[src/rtl/cmdfrm_pkg.sv]
package cmdfrm_pkg;

    localparam int unsigned BYTE_W = 8;
    localparam int unsigned ADDR_W = 24;
    localparam int unsigned WORD_W = 32;

    localparam logic [7:0] OPC_DMA_WR     = 8'hC1;
    localparam logic [7:0] OPC_DMA_RD     = 8'hC2;
    localparam logic [7:0] OPC_INT_WR     = 8'hC3;
    localparam logic [7:0] OPC_INT_RD     = 8'hC4;
    localparam logic [7:0] OPC_TERMINATE  = 8'hC5;
    localparam logic [7:0] OPC_REPEAT     = 8'hC6;
    localparam logic [7:0] OPC_XDMA_WR    = 8'hC7;
    localparam logic [7:0] OPC_XDMA_RD    = 8'hC8;
    localparam logic [7:0] OPC_SINGLE_WR  = 8'hC9;
    localparam logic [7:0] OPC_SINGLE_RD  = 8'hCA;
    localparam logic [7:0] OPC_RESET      = 8'hCF;

    localparam logic [7:0] CLOCKLESS_MARK = 8'h80;

    typedef enum logic [1:0] {
        ST_IDLE      = 2'd0,
        ST_EMIT_BODY = 2'd1,
        ST_EMIT_CRC  = 2'd2,
        ST_FAULT     = 2'd3
    } seq_state_e;

endpackage

[src/rtl/cmdfrm_layout.sv]
module cmdfrm_layout
    import cmdfrm_pkg::*;
#(
    parameter int unsigned MAX_BYTES = 8,
    localparam int unsigned LEN_W = $clog2(MAX_BYTES + 1)
) (
    input  logic [7:0]        opcode,
    input  logic [ADDR_W-1:0] addr,
    input  logic [WORD_W-1:0] word,
    input  logic              clockless,
    output logic [7:0]        frame_bytes [MAX_BYTES],
    output logic [LEN_W-1:0]  frame_len,
    output logic              supported
);

    logic [7:0] a_hi, a_mid, a_lo;
    logic [7:0] w3, w2, w1, w0;
    logic [7:0] int_hi;

    assign a_hi   = addr[23:16];
    assign a_mid  = addr[15:8];
    assign a_lo   = addr[7:0];
    assign w3     = word[31:24];
    assign w2     = word[23:16];
    assign w1     = word[15:8];
    assign w0     = word[7:0];
    assign int_hi = clockless ? (a_mid | CLOCKLESS_MARK) : a_mid;

    always_comb begin
        for (int i = 0; i < int'(MAX_BYTES); i++) begin
            frame_bytes[i] = 8'h00;
        end
        frame_bytes[0] = opcode;
        frame_len      = LEN_W'(4);
        supported      = 1'b1;
        unique case (opcode)
            OPC_SINGLE_RD: begin
                frame_bytes[1] = a_hi;
                frame_bytes[2] = a_mid;
                frame_bytes[3] = a_lo;
            end
            OPC_SINGLE_WR: begin
                frame_bytes[1] = a_hi;
                frame_bytes[2] = a_mid;
                frame_bytes[3] = a_lo;
                frame_bytes[4] = w3;
                frame_bytes[5] = w2;
                frame_bytes[6] = w1;
                frame_bytes[7] = w0;
                frame_len      = LEN_W'(8);
            end
            OPC_INT_RD: begin
                frame_bytes[1] = int_hi;
                frame_bytes[2] = a_lo;
                frame_bytes[3] = 8'h00;
            end
            OPC_INT_WR: begin
                frame_bytes[1] = int_hi;
                frame_bytes[2] = a_lo;
                frame_bytes[3] = w3;
                frame_bytes[4] = w2;
                frame_bytes[5] = w1;
                frame_bytes[6] = w0;
                frame_len      = LEN_W'(7);
            end
            OPC_DMA_WR, OPC_DMA_RD: begin
                frame_bytes[1] = a_hi;
                frame_bytes[2] = a_mid;
                frame_bytes[3] = a_lo;
                frame_bytes[4] = w1;
                frame_bytes[5] = w0;
                frame_len      = LEN_W'(6);
            end
            OPC_XDMA_WR, OPC_XDMA_RD: begin
                frame_bytes[1] = a_hi;
                frame_bytes[2] = a_mid;
                frame_bytes[3] = a_lo;
                frame_bytes[4] = w2;
                frame_bytes[5] = w1;
                frame_bytes[6] = w0;
                frame_len      = LEN_W'(7);
            end
            OPC_TERMINATE, OPC_REPEAT: begin
                frame_bytes[1] = 8'h00;
                frame_bytes[2] = 8'h00;
                frame_bytes[3] = 8'h00;
            end
            OPC_RESET: begin
                frame_bytes[1] = 8'hFF;
                frame_bytes[2] = 8'hFF;
                frame_bytes[3] = 8'hFF;
            end
            default: begin
                supported = 1'b0;
                frame_len = '0;
            end
        endcase
    end

endmodule

[src/rtl/cmdfrm_crc7.sv]
module cmdfrm_crc7 #(
    parameter logic [7:0] POLY_SHIFTED = 8'h12,
    parameter logic [7:0] PRESET       = 8'hFE
) (
    input  logic       clk,
    input  logic       rst_n,
    input  logic       clear,
    input  logic       step,
    input  logic [7:0] data_in,
    output logic [7:0] crc_byte
);

    logic [7:0] crc_q;
    logic [7:0] chain [9];

    assign chain[0] = crc_q;

    for (genvar b = 0; b < 8; b++) begin : g_bit
        logic fb;
        assign fb           = chain[b][7] ^ data_in[7-b];
        assign chain[b + 1] = {chain[b][6:0], 1'b0} ^ (fb ? POLY_SHIFTED : 8'h00);
    end

    always_ff @(posedge clk or negedge rst_n) begin
        if (!rst_n) begin
            crc_q <= PRESET;
        end else if (clear) begin
            crc_q <= PRESET;
        end else if (step) begin
            crc_q <= chain[8];
        end
    end

    assign crc_byte = {crc_q[7:1], 1'b0};

endmodule

[src/rtl/cmd_frame_builder.sv]
module cmd_frame_builder
    import cmdfrm_pkg::*;
#(
    parameter int unsigned MAX_BYTES    = 8,
    parameter logic [7:0]  CRC_POLY_SH  = 8'h12,
    parameter logic [7:0]  CRC_PRESET   = 8'hFE,
    localparam int unsigned LEN_W = $clog2(MAX_BYTES + 1)
) (
    input  logic              clk,
    input  logic              rst_n,
    input  logic              start,
    input  logic [7:0]        opcode,
    input  logic [ADDR_W-1:0] addr,
    input  logic [WORD_W-1:0] word,
    input  logic              clockless,
    input  logic              crc_en,
    output logic              busy,
    output logic              err,
    output logic              byte_valid,
    output logic [7:0]        byte_data,
    input  logic              byte_ready
);

    seq_state_e state_q, state_d;

    logic [7:0]       lay_bytes [MAX_BYTES];
    logic [LEN_W-1:0] lay_len;
    logic             lay_ok;

    logic [7:0]       frame_q [MAX_BYTES];
    logic [LEN_W-1:0] len_q;
    logic [LEN_W-1:0] idx_q;
    logic             crc_en_q;
    logic [7:0]       crc_byte;
    logic             accept;
    logic             take;
    logic             body_step;
    logic             last_body;

    cmdfrm_layout #(.MAX_BYTES(MAX_BYTES)) u_layout (
        .opcode      (opcode),
        .addr        (addr),
        .word        (word),
        .clockless   (clockless),
        .frame_bytes (lay_bytes),
        .frame_len   (lay_len),
        .supported   (lay_ok)
    );

    assign accept    = (state_q == ST_IDLE) && start;
    assign take      = byte_valid && byte_ready;
    assign body_step = (state_q == ST_EMIT_BODY) && take;
    assign last_body = (idx_q == len_q - LEN_W'(1));

    cmdfrm_crc7 #(.POLY_SHIFTED(CRC_POLY_SH), .PRESET(CRC_PRESET)) u_crc (
        .clk      (clk),
        .rst_n    (rst_n),
        .clear    (accept),
        .step     (body_step),
        .data_in  (byte_data),
        .crc_byte (crc_byte)
    );

    // next-state selection
    always_comb begin
        state_d = state_q;
        unique case (state_q)
            ST_IDLE: begin
                if (start) begin
                    state_d = lay_ok ? ST_EMIT_BODY : ST_FAULT;
                end
            end
            ST_EMIT_BODY: begin
                if (byte_ready && last_body) begin
                    state_d = crc_en_q ? ST_EMIT_CRC : ST_IDLE;
                end
            end
            ST_EMIT_CRC: begin
                if (byte_ready) begin
                    state_d = ST_IDLE;
                end
            end
            ST_FAULT: begin
                state_d = ST_IDLE;
            end
            default: state_d = ST_IDLE;
        endcase
    end

    // state register
    always_ff @(posedge clk or negedge rst_n) begin
        if (!rst_n) begin
            state_q <= ST_IDLE;
        end else begin
            state_q <= state_d;
        end
    end

    // frame capture and byte index
    always_ff @(posedge clk or negedge rst_n) begin
        if (!rst_n) begin
            for (int i = 0; i < int'(MAX_BYTES); i++) begin
                frame_q[i] <= 8'h00;
            end
            len_q    <= '0;
            idx_q    <= '0;
            crc_en_q <= 1'b0;
        end else if (accept) begin
            for (int i = 0; i < int'(MAX_BYTES); i++) begin
                frame_q[i] <= lay_bytes[i];
            end
            len_q    <= lay_len;
            idx_q    <= '0;
            crc_en_q <= crc_en;
        end else if (body_step) begin
            idx_q <= idx_q + LEN_W'(1);
        end
    end

    // outputs per state
    always_comb begin
        busy       = 1'b1;
        err        = 1'b0;
        byte_valid = 1'b0;
        byte_data  = 8'h00;
        unique case (state_q)
            ST_IDLE: begin
                busy = 1'b0;
            end
            ST_EMIT_BODY: begin
                byte_valid = 1'b1;
                byte_data  = frame_q[idx_q[$clog2(MAX_BYTES)-1:0]];
            end
            ST_EMIT_CRC: begin
                byte_valid = 1'b1;
                byte_data  = crc_byte;
            end
            ST_FAULT: begin
                err = 1'b1;
            end
            default: begin
                busy = 1'b0;
            end
        endcase
    end

endmodule

[config.mk]
export PLATFORM = sky130hd
export DESIGN_NAME = cmd_frame_builder
export DESIGN_NICKNAME = d
export VERILOG_FILES = /design/src/rtl/cmdfrm_pkg.sv /design/src/rtl/cmdfrm_layout.sv /design/src/rtl/cmdfrm_crc7.sv /design/src/rtl/cmd_frame_builder.sv
export SDC_FILE = /design/constraint.sdc
export NUM_CORES = 1
export LEC_CHECK = 0
export ABC_AREA = 0
export BUFFER_PORTS_ARGS = -buffer_cell sky130_fd_sc_hd__buf_2
export CAP_MARGIN = 5
export CORE_ASPECT_RATIO = 1.4
export CORE_UTILIZATION = 40
export CTS_CLUSTER_DIAMETER = 50
export CTS_CLUSTER_SIZE = 14
export DETAILED_ROUTE_END_ITERATION = 8
export HOLD_SLACK_MARGIN = 0.06
export PLACE_DENSITY_LB_ADDON = 0.12
export SETUP_SLACK_MARGIN = 0.02
export SYNTH_ARGS = -nofsm -noshare
export SYNTH_HDL_FRONTEND = slang
export SYNTH_HIERARCHICAL = 1
export SYNTH_SLANG_ARGS = --single-unit
[constraint.sdc]
create_clock -name clk -period 3.6 [get_ports clk]
set_clock_uncertainty 0.2 [all_clocks]
set_input_delay 0.18 -clock clk [delete_from_list [all_inputs] [get_ports clk]]
set_output_delay 0.18 -clock clk [all_outputs]
set_load 0.03 [all_outputs]
==> impl_metrics.yaml, run 1 <==
cells_and_area:
  antenna_cells: 0
  fin_util_pct: 51.3
  drive_gt1_share_pct: 34.0
  layout_commonest_cell: "buf_2"
  syn2layout_area_growth_pct: 25.4
  mostFrequentLayoutCells: "buf_2 (79), dfrtp_1 (75), mux2_2 (67), dlygate4sd3_1 (63), nor2_1 (28)"
  layout.nets: 648
synth:
  synth_top_family_by_area: "multiplexers"
  ys.flop_type: "dfrtp_1"
  ys_seq_area_share_pct: 39.1
  synthCells: 450
  synth.cell_area_sq_um: 5270
  synthXorXnorAreaFrac_pct: 5.11
  synth_edf_count: 0
  synth_compound_area_share_pct: 15.1
  ys_async_sr_fraction_pct: 100
  yosys.area_share.simple_pct: 8.91
  yosysWarnings: 6
  synth_nets: 527
  syn_avg_cell_area_sq_um: 11.7
  synth_fa_ha_area_share_pct: 1.85
  synth_seq_cells: 82
  yosys-mux-area-fraction_pct: 23.7
  synth_cell_types: 63
worst_setup_path:
  required_ns: 3.68
  crit_family: "simple AND/OR/NAND/NOR gates"
  cpPeakStageDelay_ns: 0.94
  worst-endpoint-arrival_ns: 3.37
  worstPathCellList: "dlygate4sd3_1 -> buf_2 -> nand4bb_1 -> nor4_2 -> a221o_1 -> dlygate4sd3_1 -> mux2_2"
  path_common_cell: "dlygate4sd3_1"
  critPathKind: "in -> reg"
  path_buf_inv: 3
  crit_path_start_kind: "input pin"
  r2r-end: "u_crc/crc_q[7]"
  cp-end-kind: "flip-flop"
  slowest_stage: "nor4_2"
  r2r-start: "idx_q[0]"
  ff2ff_setup_slack_ns: 0.70
  r2r_cells: 8
  cp_max_fo: 10
worst_hold_path:
  min_to: "frame_q[33]"
  worstHoldPathCells: 3
  min_from: "word[25]"
  hold_class: "in -> reg"
floorplanning:
  die_h_um: 138
  core_area_sq_um: 12900
  dieArea_sq_um: 13600
  std_cell_rows: 49
  die_w_um: 99.0
  start_util_pct: 40.9
  io_pins: 81
timing:
  worst_slew_pin_slew_ns: 1.02
  period_minus_slack_ns: 3.29
  relSlewSlack_pct: 32.1
  clock.fmax_mhz: 304
  period_share_pct: 91.4
  rsz0062_at_grt: "false"
  setup-tns-final_ns: 0
  maxSlewViolCount: 0
  finalSetupViolCount: 0
  hold_violations: 0
outcome:
  status: "completed"
clock_network:
  clockBufferDepth: 2
  clk_pin_slew_ns: 0.06
  clockRootBuffer: "clkbuf_16"
  cts_tree: "done"
  clk_latency_ns: 0.34
  cts_setup_buffers: 0
  numCtsBuffers: 9
  htree_levels: 3
  cts.sinks: 82
detailed_routing:
  ant_nets: 0
  remaining_drc_errors: 0
  firstDrtPassIters: 4
  wl_um: 13600
  via_per_inst: 5.55
  wl_per_cell_um: 18.7
  vias: 4049
  drt_iter0_drc: 199
global_routing:
  overflow: 0
  use_met1_pct: 25.9
  antenna_found_initial: 0
  use_met3_pct: 2.64
  grt_pass1_vias: 4002
  use_met2_pct: 37.5
  grt_first_pass_wirelength_um: 21200
  grt-busiest-layer: "met2"
  grt_usage_pct: 20.7
  grt_max_degree: 77
place:
  place.gp.congestion: 0.784
  dp_hpwl_um: 9310
  io_buffers: 80
power_and_ir_drop:
  p_per_area_nw_per_um2: 573
  p_leak_nw: 3.19
  irDropWorstVdd_uv: 399
job:
  drv_cap: 0
==> worst register-to-register path, cell delays in order (launching register included) <==
cell and delay [ns]:
dfrtp_1 0.36, buf_4 0.34, mux4_1 0.62, mux2i_1 0.22
o21ai_0 0.21, xor2_2 0.25, xnor3_1 0.35, and3_1 0.19
o21ai_1 0.11
==> cells by family after synthesis <==
| logic type | Yosys count |
|---|---|
| flip-flops | 82 |
| XOR/XNOR | 25 |
| buffers and inverters | 53 |
| other | 1 |
| adder cells (fa/ha/maj) | 8 |
| AO/OA/AOI/OAI | 101 |
| multiplexers | 93 |
| AND/OR/NAND/NOR | 87 |
==> how the worst max path moves through the flow <==
| stage | start | end | slack, ns | cells past startpoint |
|---|---|---|---|---|
| floorplan | state_q[0] | u_crc/crc_q[7] | 0.40 | 8 |
| global placement | idx_q[0] | u_crc/crc_q[5] | 0.82 | 8 |
| detailed placement | idx_q[0] | u_crc/crc_q[7] | 0.72 | 8 |
| CTS | opcode[4] | frame_q[36] | 0.40 | 7 |
| global route | opcode[4] | frame_q[34] | 0.22 | 7 |
| finish | opcode[4] | frame_q[36] | 0.31 | 7 |
==> metrics by stage <==
stage | hold slack, ns | instances | setup WS [ns] | total power [mW] | area, sq um
3_3_place_gp | 0.148 | 650 | 0.816 | 2.79 | 5670
2_1_floorplan | -0.316 | 450 | 0.398 | 2.45 | 5270
5_1_grt | 0.0706 | 729 | 0.221 | 4.00 | 6610
3_5_place_dp | 0.146 | 650 | 0.718 | 2.81 | 5670
4_1_cts | 0.0681 | 729 | 0.396 | 3.82 | 6610
6_report | 0.0679 | 729 | 0.310 | 3.78 | 6610
==> layout make-up <==
class                      count  area, sq um
inverter                      10         37.5
fill                        1160         6270
timing repair buffer         153         1110
clock inverter                 4         50.0
clock buffer                  12          256
multi-input combinational    315         2900
sequential                    82         2060
tap                          153          191
==> sequential cells by signal (all words and copies together) (netlist names) <==
| register | flops |
|---|---|
| state_q | 2 |
| frame_q | 64 |
| idx_q | 4 |
| len_q | 4 |
| crc_en_q | 1 |
| u_crc/crc_q | 7 |
==> synthesized netlist by cell type, drive strengths merged, types with 3 or more instances <==
master	n	share of area [%]
xor2	11	2.0
and2	12	1.4
nand3	5	0.47
a21oi	5	0.55
inv	10	0.71
nor2	29	2.1
mux2	67	14
and3	4	0.50
xnor2	11	1.8
nor2b	4	0.47
a221o	8	1.5
ha	7	1.7
buf	41	5.3
dfstp	7	3.5
mux4	16	7.5
dfrtp	75	36
o2bb2ai	16	2.7
mux2i	10	1.9
nand2	14	1.0
nor4	3	0.76
nor3	6	0.57
a21o	16	2.3
o21ai	15	1.4
a22o	24	4.0
==> timing repair <==
action / 4_1_cts / 5_1_grt
hold buffers: 63 / 0
hold endpoints to repair: 120 / 0
gates resized for setup: 0 / 0
==> power by group <==
part | switching, mW | internal, mW | leakage, nW
Clock | 0.381 | 0.575 | 0.145
Sequential | 0.118 | 1.08 | 1.09
Combinational | 0.876 | 0.755 | 1.95
==> layer usage <==
metal / share of wire [%] / wire, um / up-vias
met4: 1.1 / 150 / 0
met3: 2.3 / 313 / 12
met2: 52 / 7110 / 70
li1: - / - / 1911
met1: 44 / 6030 / 2056
met5: 0 / 0 / -
Note: power is estimated with default switching activity, not from simulation.
==> run 2, diff against run 1 <==
--- a/config.mk
+++ b/config.mk
@@ -8,9 +8,9 @@
 export ABC_AREA = 0
 export BUFFER_PORTS_ARGS = -buffer_cell sky130_fd_sc_hd__buf_2
 export CAP_MARGIN = 5
-export CORE_ASPECT_RATIO = 1.4
+export CORE_ASPECT_RATIO = 0.5
 export CORE_UTILIZATION = 40
-export CTS_CLUSTER_DIAMETER = 50
+export CTS_CLUSTER_DIAMETER = 30
 export CTS_CLUSTER_SIZE = 14
 export DETAILED_ROUTE_END_ITERATION = 8
 export HOLD_SLACK_MARGIN = 0.06
==> run 2 against run 1 <==
  * Global-route usage grew 1.3 points
  * Via count grew 0.99%
  * Clock power grew 6%
  * Die area grew 0.16%
  * Hold slack gained 0.012 ns
  * Power grew 3.1%
  * Count of clock-buffer cells in the layout shrank 3
  * Sequential share of layout area shrank 0.69 points
  * Critical path depth is the same
  * Largest cell class unchanged
==> impl_metrics.yaml, run 2 (same netlist as run 1, synthesis figures left out) <==
timing:
  finalSetupViolCount: 0
  period_minus_slack_ns: 3.03
  relSlewSlack_pct: 51.0
  hold_violations: 0
  setup-tns-final_ns: 0
  period_share_pct: 84.3
  rsz0062_at_grt: "false"
  maxSlewViolCount: 0
  worst_slew_pin_slew_ns: 0.735
  clock.fmax_mhz: 330
power_and_ir_drop:
  irDropWorstVdd_uv: 820
  seqPwrFrac_pct: 31.4
  p_leak_nw: 3.28
  p_per_area_nw_per_um2: 577
  clock_power_share_pct: 25.8
  combinationalPowerShare_pct: 42.8
  switching_power_mw: 1.44
  internal-power_mw: 2.46
  sw_frac_of_total_pct: 36.9
floorplanning:
  core_area_sq_um: 12800
  dieArea_sq_um: 13700
  std_cell_rows: 29
  io_pins: 81
  die_w_um: 164
  die_h_um: 83.2
  start_util_pct: 41.3
worst_setup_path:
  r2r-start: "idx_q[0]"
  ff2ff_setup_slack_ns: 0.57
  critPathKind: "reg -> reg"
  cp_max_fo: 12
  required_ns: 3.66
  worst-endpoint-arrival_ns: 3.10
  crit_path_start_kind: "flip-flop"
  cp-startpoint: "idx_q[0]"
  cp-end-kind: "flip-flop"
cells_and_area:
  largest_registers: "frame_q x64, u_crc/crc_q x7"
  largest_register_ffs: 64
  layout_commonest_cell: "buf_2"
  drive_gt1_share_pct: 34.4
  fillCellCount: 1155
  regMostFlops: "frame_q"
  layout.nets: 659
  mostFrequentLayoutCells: "buf_2 (79), dfrtp_1 (75), dlygate4sd3_1 (69), mux2_2 (67), nor2_1 (28)"
  antenna_cells: 0
  fin_area_sq_um: 6760
  syn2layout_area_growth_pct: 28.2
clock_network:
  clk_pin_slew_ns: 0.06
  htree_levels: 3
  cts.sinks: 82
  clockBufferDepth: 2
  cts_tree: "done"
  clk_latency_ns: 0.34
  cts_resized: 0
  postCtsHoldBufs: 69
  numCtsBuffers: 9
  clockRootBuffer: "clkbuf_16"
  cts_setup_buffers: 0
detailed_routing:
  wl_um: 14000
  firstDrtPassIters: 5
  via_per_inst: 5.40
  drt_iter0_drc: 262
  vias: 4089
  wl_per_cell_um: 18.4
  ant_nets: 0
  remaining_drc_errors: 0
global_routing:
  grt-busiest-layer: "met1"
  use_met1_pct: 33.6
  grt_max_degree: 46
  overflow: 0
  use_met3_pct: 3.95
  grt_pass1_vias: 4084
  grt_usage_pct: 22.1
  antenna_found_initial: 0
  grt_first_pass_wirelength_um: 22700
  use_met2_pct: 32.6
worst_hold_path:
  min_from: "word[26]"
  hold_class: "in -> reg"
job:
  drv_cap: 0
place:
  place.gp.congestion: 0.909
  placed_area_sq_um: 5740
  io_buffers: 80
  dp_hpwl_um: 9990
outcome:
  status: "completed"
==> run 2: changes by cell type in the layout (fill, tap and decap cells not counted) <==
cell	before	now
clkinvlp_4	2	0
buf_12	0	1
clkbuf_1	1	0
dlygate4sd3_1	63	69
clkinv_4	0	1
clkbuf_8	2	0
inv_6	0	3
buf_4	11	15
bufinv_16	1	2
==> run 2: per-layer routing <==
layer | vias up | share of wire (%) | wire length [um]
li1 | 1936 | - | -
met1 | 2041 | 52 | 7250
met2 | 102 | 43 | 6040
met3 | 10 | 4.1 | 579
met4 | 0 | 0.67 | 94
met5 | - | 0 | 0
==> run 2: worst max-delay path, cell delays in order (launching register included) <==
cell and delay (ns):
dfrtp_1 0.78, mux4_1 0.64, mux2i_1 0.20, o21ai_0 0.19, xor2_2 0.26, xnor3_1 0.37, and3_1 0.19, o21ai_1 0.13
==> run 2: metrics by stage <==
stage               hold slack, ns  utilization (%)  worst slack, ns  total power, mW  cells
CTS                         0.0678             52.9            0.574             3.92    757
global route                0.0866             52.9            0.412             4.12    757
global placement           -0.0326             44.9            0.643             2.84    672
floorplan                   -0.316                -            0.398             2.45    450
detailed placement         -0.0365             44.9            0.605             2.85    672
finish                      0.0799             52.9            0.565             3.90    757
==> run 2: final cells by class <==
| type | instances | area [sq um] | share of cell area, % |
|---|---|---|---|
| clock buffers | 9 | 225 | 3.33 |
| repair buffers | 164 | 1220 | 18.0 |
| well taps | 170 | 213 | 3.15 |
| multi-input cells | 315 | 2900 | 42.9 |
| inverters | 10 | 37.5 | 0.556 |
| flip-flops and latches | 82 | 2060 | 30.5 |
| clock inverters | 7 | 100 | 1.48 |
==> run 2: worst paths after layout <==
path / end / depth (start not counted)
max: u_crc/crc_q[7] / 7
min in group asynchronous: state_q[1] / 2
max reg2reg: u_crc/crc_q[7] / 7
min: frame_q[34] / 3
max in group asynchronous: frame_q[32] / 3
min reg2reg: frame_q[16] / 1
==> run 2: power groups by stage <==
stage	clock network [mW]	logic, mW	registers, mW
after CTS	1.03	1.67	1.22
after detailed placement	0	1.61	1.24
final	1.01	1.67	1.22
after global routing	1.07	1.80	1.25
after global placement	0	1.60	1.24
after floorplan	0	1.29	1.16
==> run 3, diff against run 2 <==
==> constraint.sdc (replaced) <==
create_clock -name clk -period 2.8 [get_ports clk]
set_clock_uncertainty 0.2 [all_clocks]
set_input_delay 0.14 -clock clk [delete_from_list [all_inputs] [get_ports clk]]
set_output_delay 0.14 -clock clk [all_outputs]
set_load 0.03 [all_outputs]
==> run 3 against run 2 <==
  * First-iteration DRC count is 7.3% lower
  * Final cell count is 1.2% higher
  * Hold slack lost 0.0052 ns
  * Critical path depth is 1 higher
  * Largest cell class unchanged
  * Global-route usage decreased by 0.83 points
  * Power rose by 33%
  * Maximum frequency increased by 14%
  * Non-clock buffer count grew 9
  * Wire length decreased by 3.9%
  * Count of clock-buffer cells in the layout grew 2
  * Combinational power up 46%
  * Largest power group unchanged
==> impl_metrics.yaml, run 3 (same netlist as run 1, synthesis figures left out) <==
outcome:
  status: "completed"
power_and_ir_drop:
  sw_frac_of_total_pct: 36.2
  seqPwrFrac_pct: 29.7
  internal-power_mw: 3.31
  switching_power_mw: 1.87
  clock_power_share_pct: 23.4
  p_per_area_nw_per_um2: 751
  irDropWorstVdd_uv: 631
  total_power_mw: 5.19
  p_leak_nw: 3.31
  combinationalPowerShare_pct: 46.9
detailed_routing:
  firstDrtPassIters: 4
  wl_um: 13400
  via_per_inst: 5.29
  wl_per_cell_um: 17.5
  ant_nets: 0
  remaining_drc_errors: 0
  wl_met2_um: 6070
  met3RoutedLength_um: 457
  top_layer: "met4"
  vias: 4053
  drt-met1-wl_um: 6790
  drt_iter0_drc: 243
floorplanning:
  io_pins: 81
  start_util_pct: 41.3
  core_area_sq_um: 12800
  std_cell_rows: 29
  dieArea_sq_um: 13700
  die_w_um: 164
  die_h_um: 83.2
timing:
  finalSetupViolCount: 0
  setup_ws_ns: 0.143
  period_minus_slack_ns: 2.66
  clock.fmax_mhz: 376
  maxSlewViolCount: 0
  rsz0062_at_grt: "true"
  period_share_pct: 94.9
  setup-tns-final_ns: 0
  relSlewSlack_pct: 29.3
  hold_violations: 0
  worst_slew_pin_slew_ns: 1.06
worst_hold_path:
  worstHoldPathCells: 2
  min_from: "opcode[3]"
  hold_class: "in -> reg"
  min_to: "frame_q[59]"
worst_setup_path:
  worstPathCellList: "buf_12 -> buf_4 -> mux4_2 -> mux2i_1 -> o21ai_2 -> xnor2_1 -> and3_1 -> a2111o_1"
  r2r_cells: 8
  r2r-end: "u_crc/crc_q[1]"
  cp_max_fo: 13
  crit_path_start_kind: "flip-flop"
  critPathKind: "reg -> reg"
  ff2ff_setup_slack_ns: 0.14
  cp-end-kind: "flip-flop"
  required_ns: 2.85
  slowest_stage: "mux4_2"
  path_buf_inv: 2
  cpPeakStageDelay_ns: 0.53
  worst-endpoint-arrival_ns: 2.71
  r2r-start: "idx_q[0]"
  crit_family: "multiplexers"
clock_network:
  clk_latency_ns: 0.34
  clockBufferDepth: 2
  numCtsBuffers: 9
  clockRootBuffer: "clkbuf_16"
  cts_tree: "done"
  cts.sinks: 82
  htree_levels: 3
  clk_pin_slew_ns: 0.06
place:
  post-place-cells: 677
  io_buffers: 80
  pre_cts_slack_ns: 0.154
  dp_hpwl_um: 9050
  place.gp.congestion: 0.787
global_routing:
  grt_usage_pct: 21.2
  grt_max_degree: 83
  grt_pass1_vias: 4109
  antenna_found_initial: 0
  grt_first_pass_wirelength_um: 22100
  overflow: 0
cells_and_area:
  multi_input_comb_area_sq_um: 2960
  regMostFlops: "frame_q"
  largest_register_ffs: 64
  fin_cells: 766
  layout.nets: 668
  largest_registers: "frame_q x64, u_crc/crc_q x7"
  antenna_cells: 0
  regArea_sq_um: 2060
  layout_commonest_cell: "buf_2"
  fillCellCount: 1125
  syn2layout_area_growth_pct: 31.0
  drive_gt1_share_pct: 37.8
  mostFrequentLayoutCells: "buf_2 (79), dfrtp_1 (75), mux2_2 (67), dlygate4sd3_1 (66), nor2_1 (28)"
job:
  drv_cap: 0
[run 3: what timing repair did]
action	CTS	global route
setup endpoints to repair	0	2
hold buffers	66	0
endpoints found under the hold margin	147	0
resized for setup	0	5
setup buffers	0	7
[run 3: how the worst max path moves through the flow]
stage / to / slack [ns] / cells past startpoint / start
floorplan: u_crc/crc_q[7] / 0.05 / 10 / state_q[1]
global placement: u_crc/crc_q[7] / 0.17 / 8 / idx_q[0]
detailed placement: u_crc/crc_q[7] / 0.15 / 8 / idx_q[0]
CTS: u_crc/crc_q[7] / 0.11 / 8 / idx_q[0]
global route: u_crc/crc_q[7] / 0.004 / 8 / idx_q[0]
finish: u_crc/crc_q[1] / 0.14 / 8 / idx_q[0]
[run 3: per-stage QoR]
stage | utilization, % | area, sq um | hold slack (ns)
4_1_cts | 53.5 | 6830 | 0.0701
2_1_floorplan | - | 5310 | -0.356
6_report | 54.1 | 6900 | 0.0747
5_1_grt | 54.1 | 6900 | 0.107
3_3_place_gp | 45.9 | 5870 | 0.0149
3_5_place_dp | 45.9 | 5870 | 0.0129
[run 3: cell type report]
cell class | instances | share of cell area, %
multi-input cells | 315 | 42.8
flip-flops and latches | 82 | 29.8
repair buffers | 173 | 19.3
clock buffers | 11 | 3.66
well taps | 170 | 3.08
clock inverters | 5 | 0.761
inverters | 10 | 0.544
[run 3: worst reg2reg max path, cell delays in order, from the launching register on]
cell and delay (ns):
dfrtp_1 0.41, buf_12 0.17, buf_4 0.14, mux4_2 0.53
mux2i_1 0.27, o21ai_2 0.13, xnor2_1 0.16, and3_1 0.19
a2111o_1 0.39
[run 3: routing by layer]
layer	track usage, %	vias to the layer above
met5	0	-
met4	4.46	0
met3	4.35	6
met2	32.0	68
met1	31.4	2013
li1	-	1966
[run 3: power by group through the flow]
stage               Clock, mW  Combinational (mW)  Sequential (mW)
CTS                      1.24                2.35             1.54
floorplan                   0                1.73             1.50
detailed placement          0                2.27             1.56
global route             1.29                2.64             1.57
finish                   1.21                2.43             1.54
global placement            0                2.26             1.56
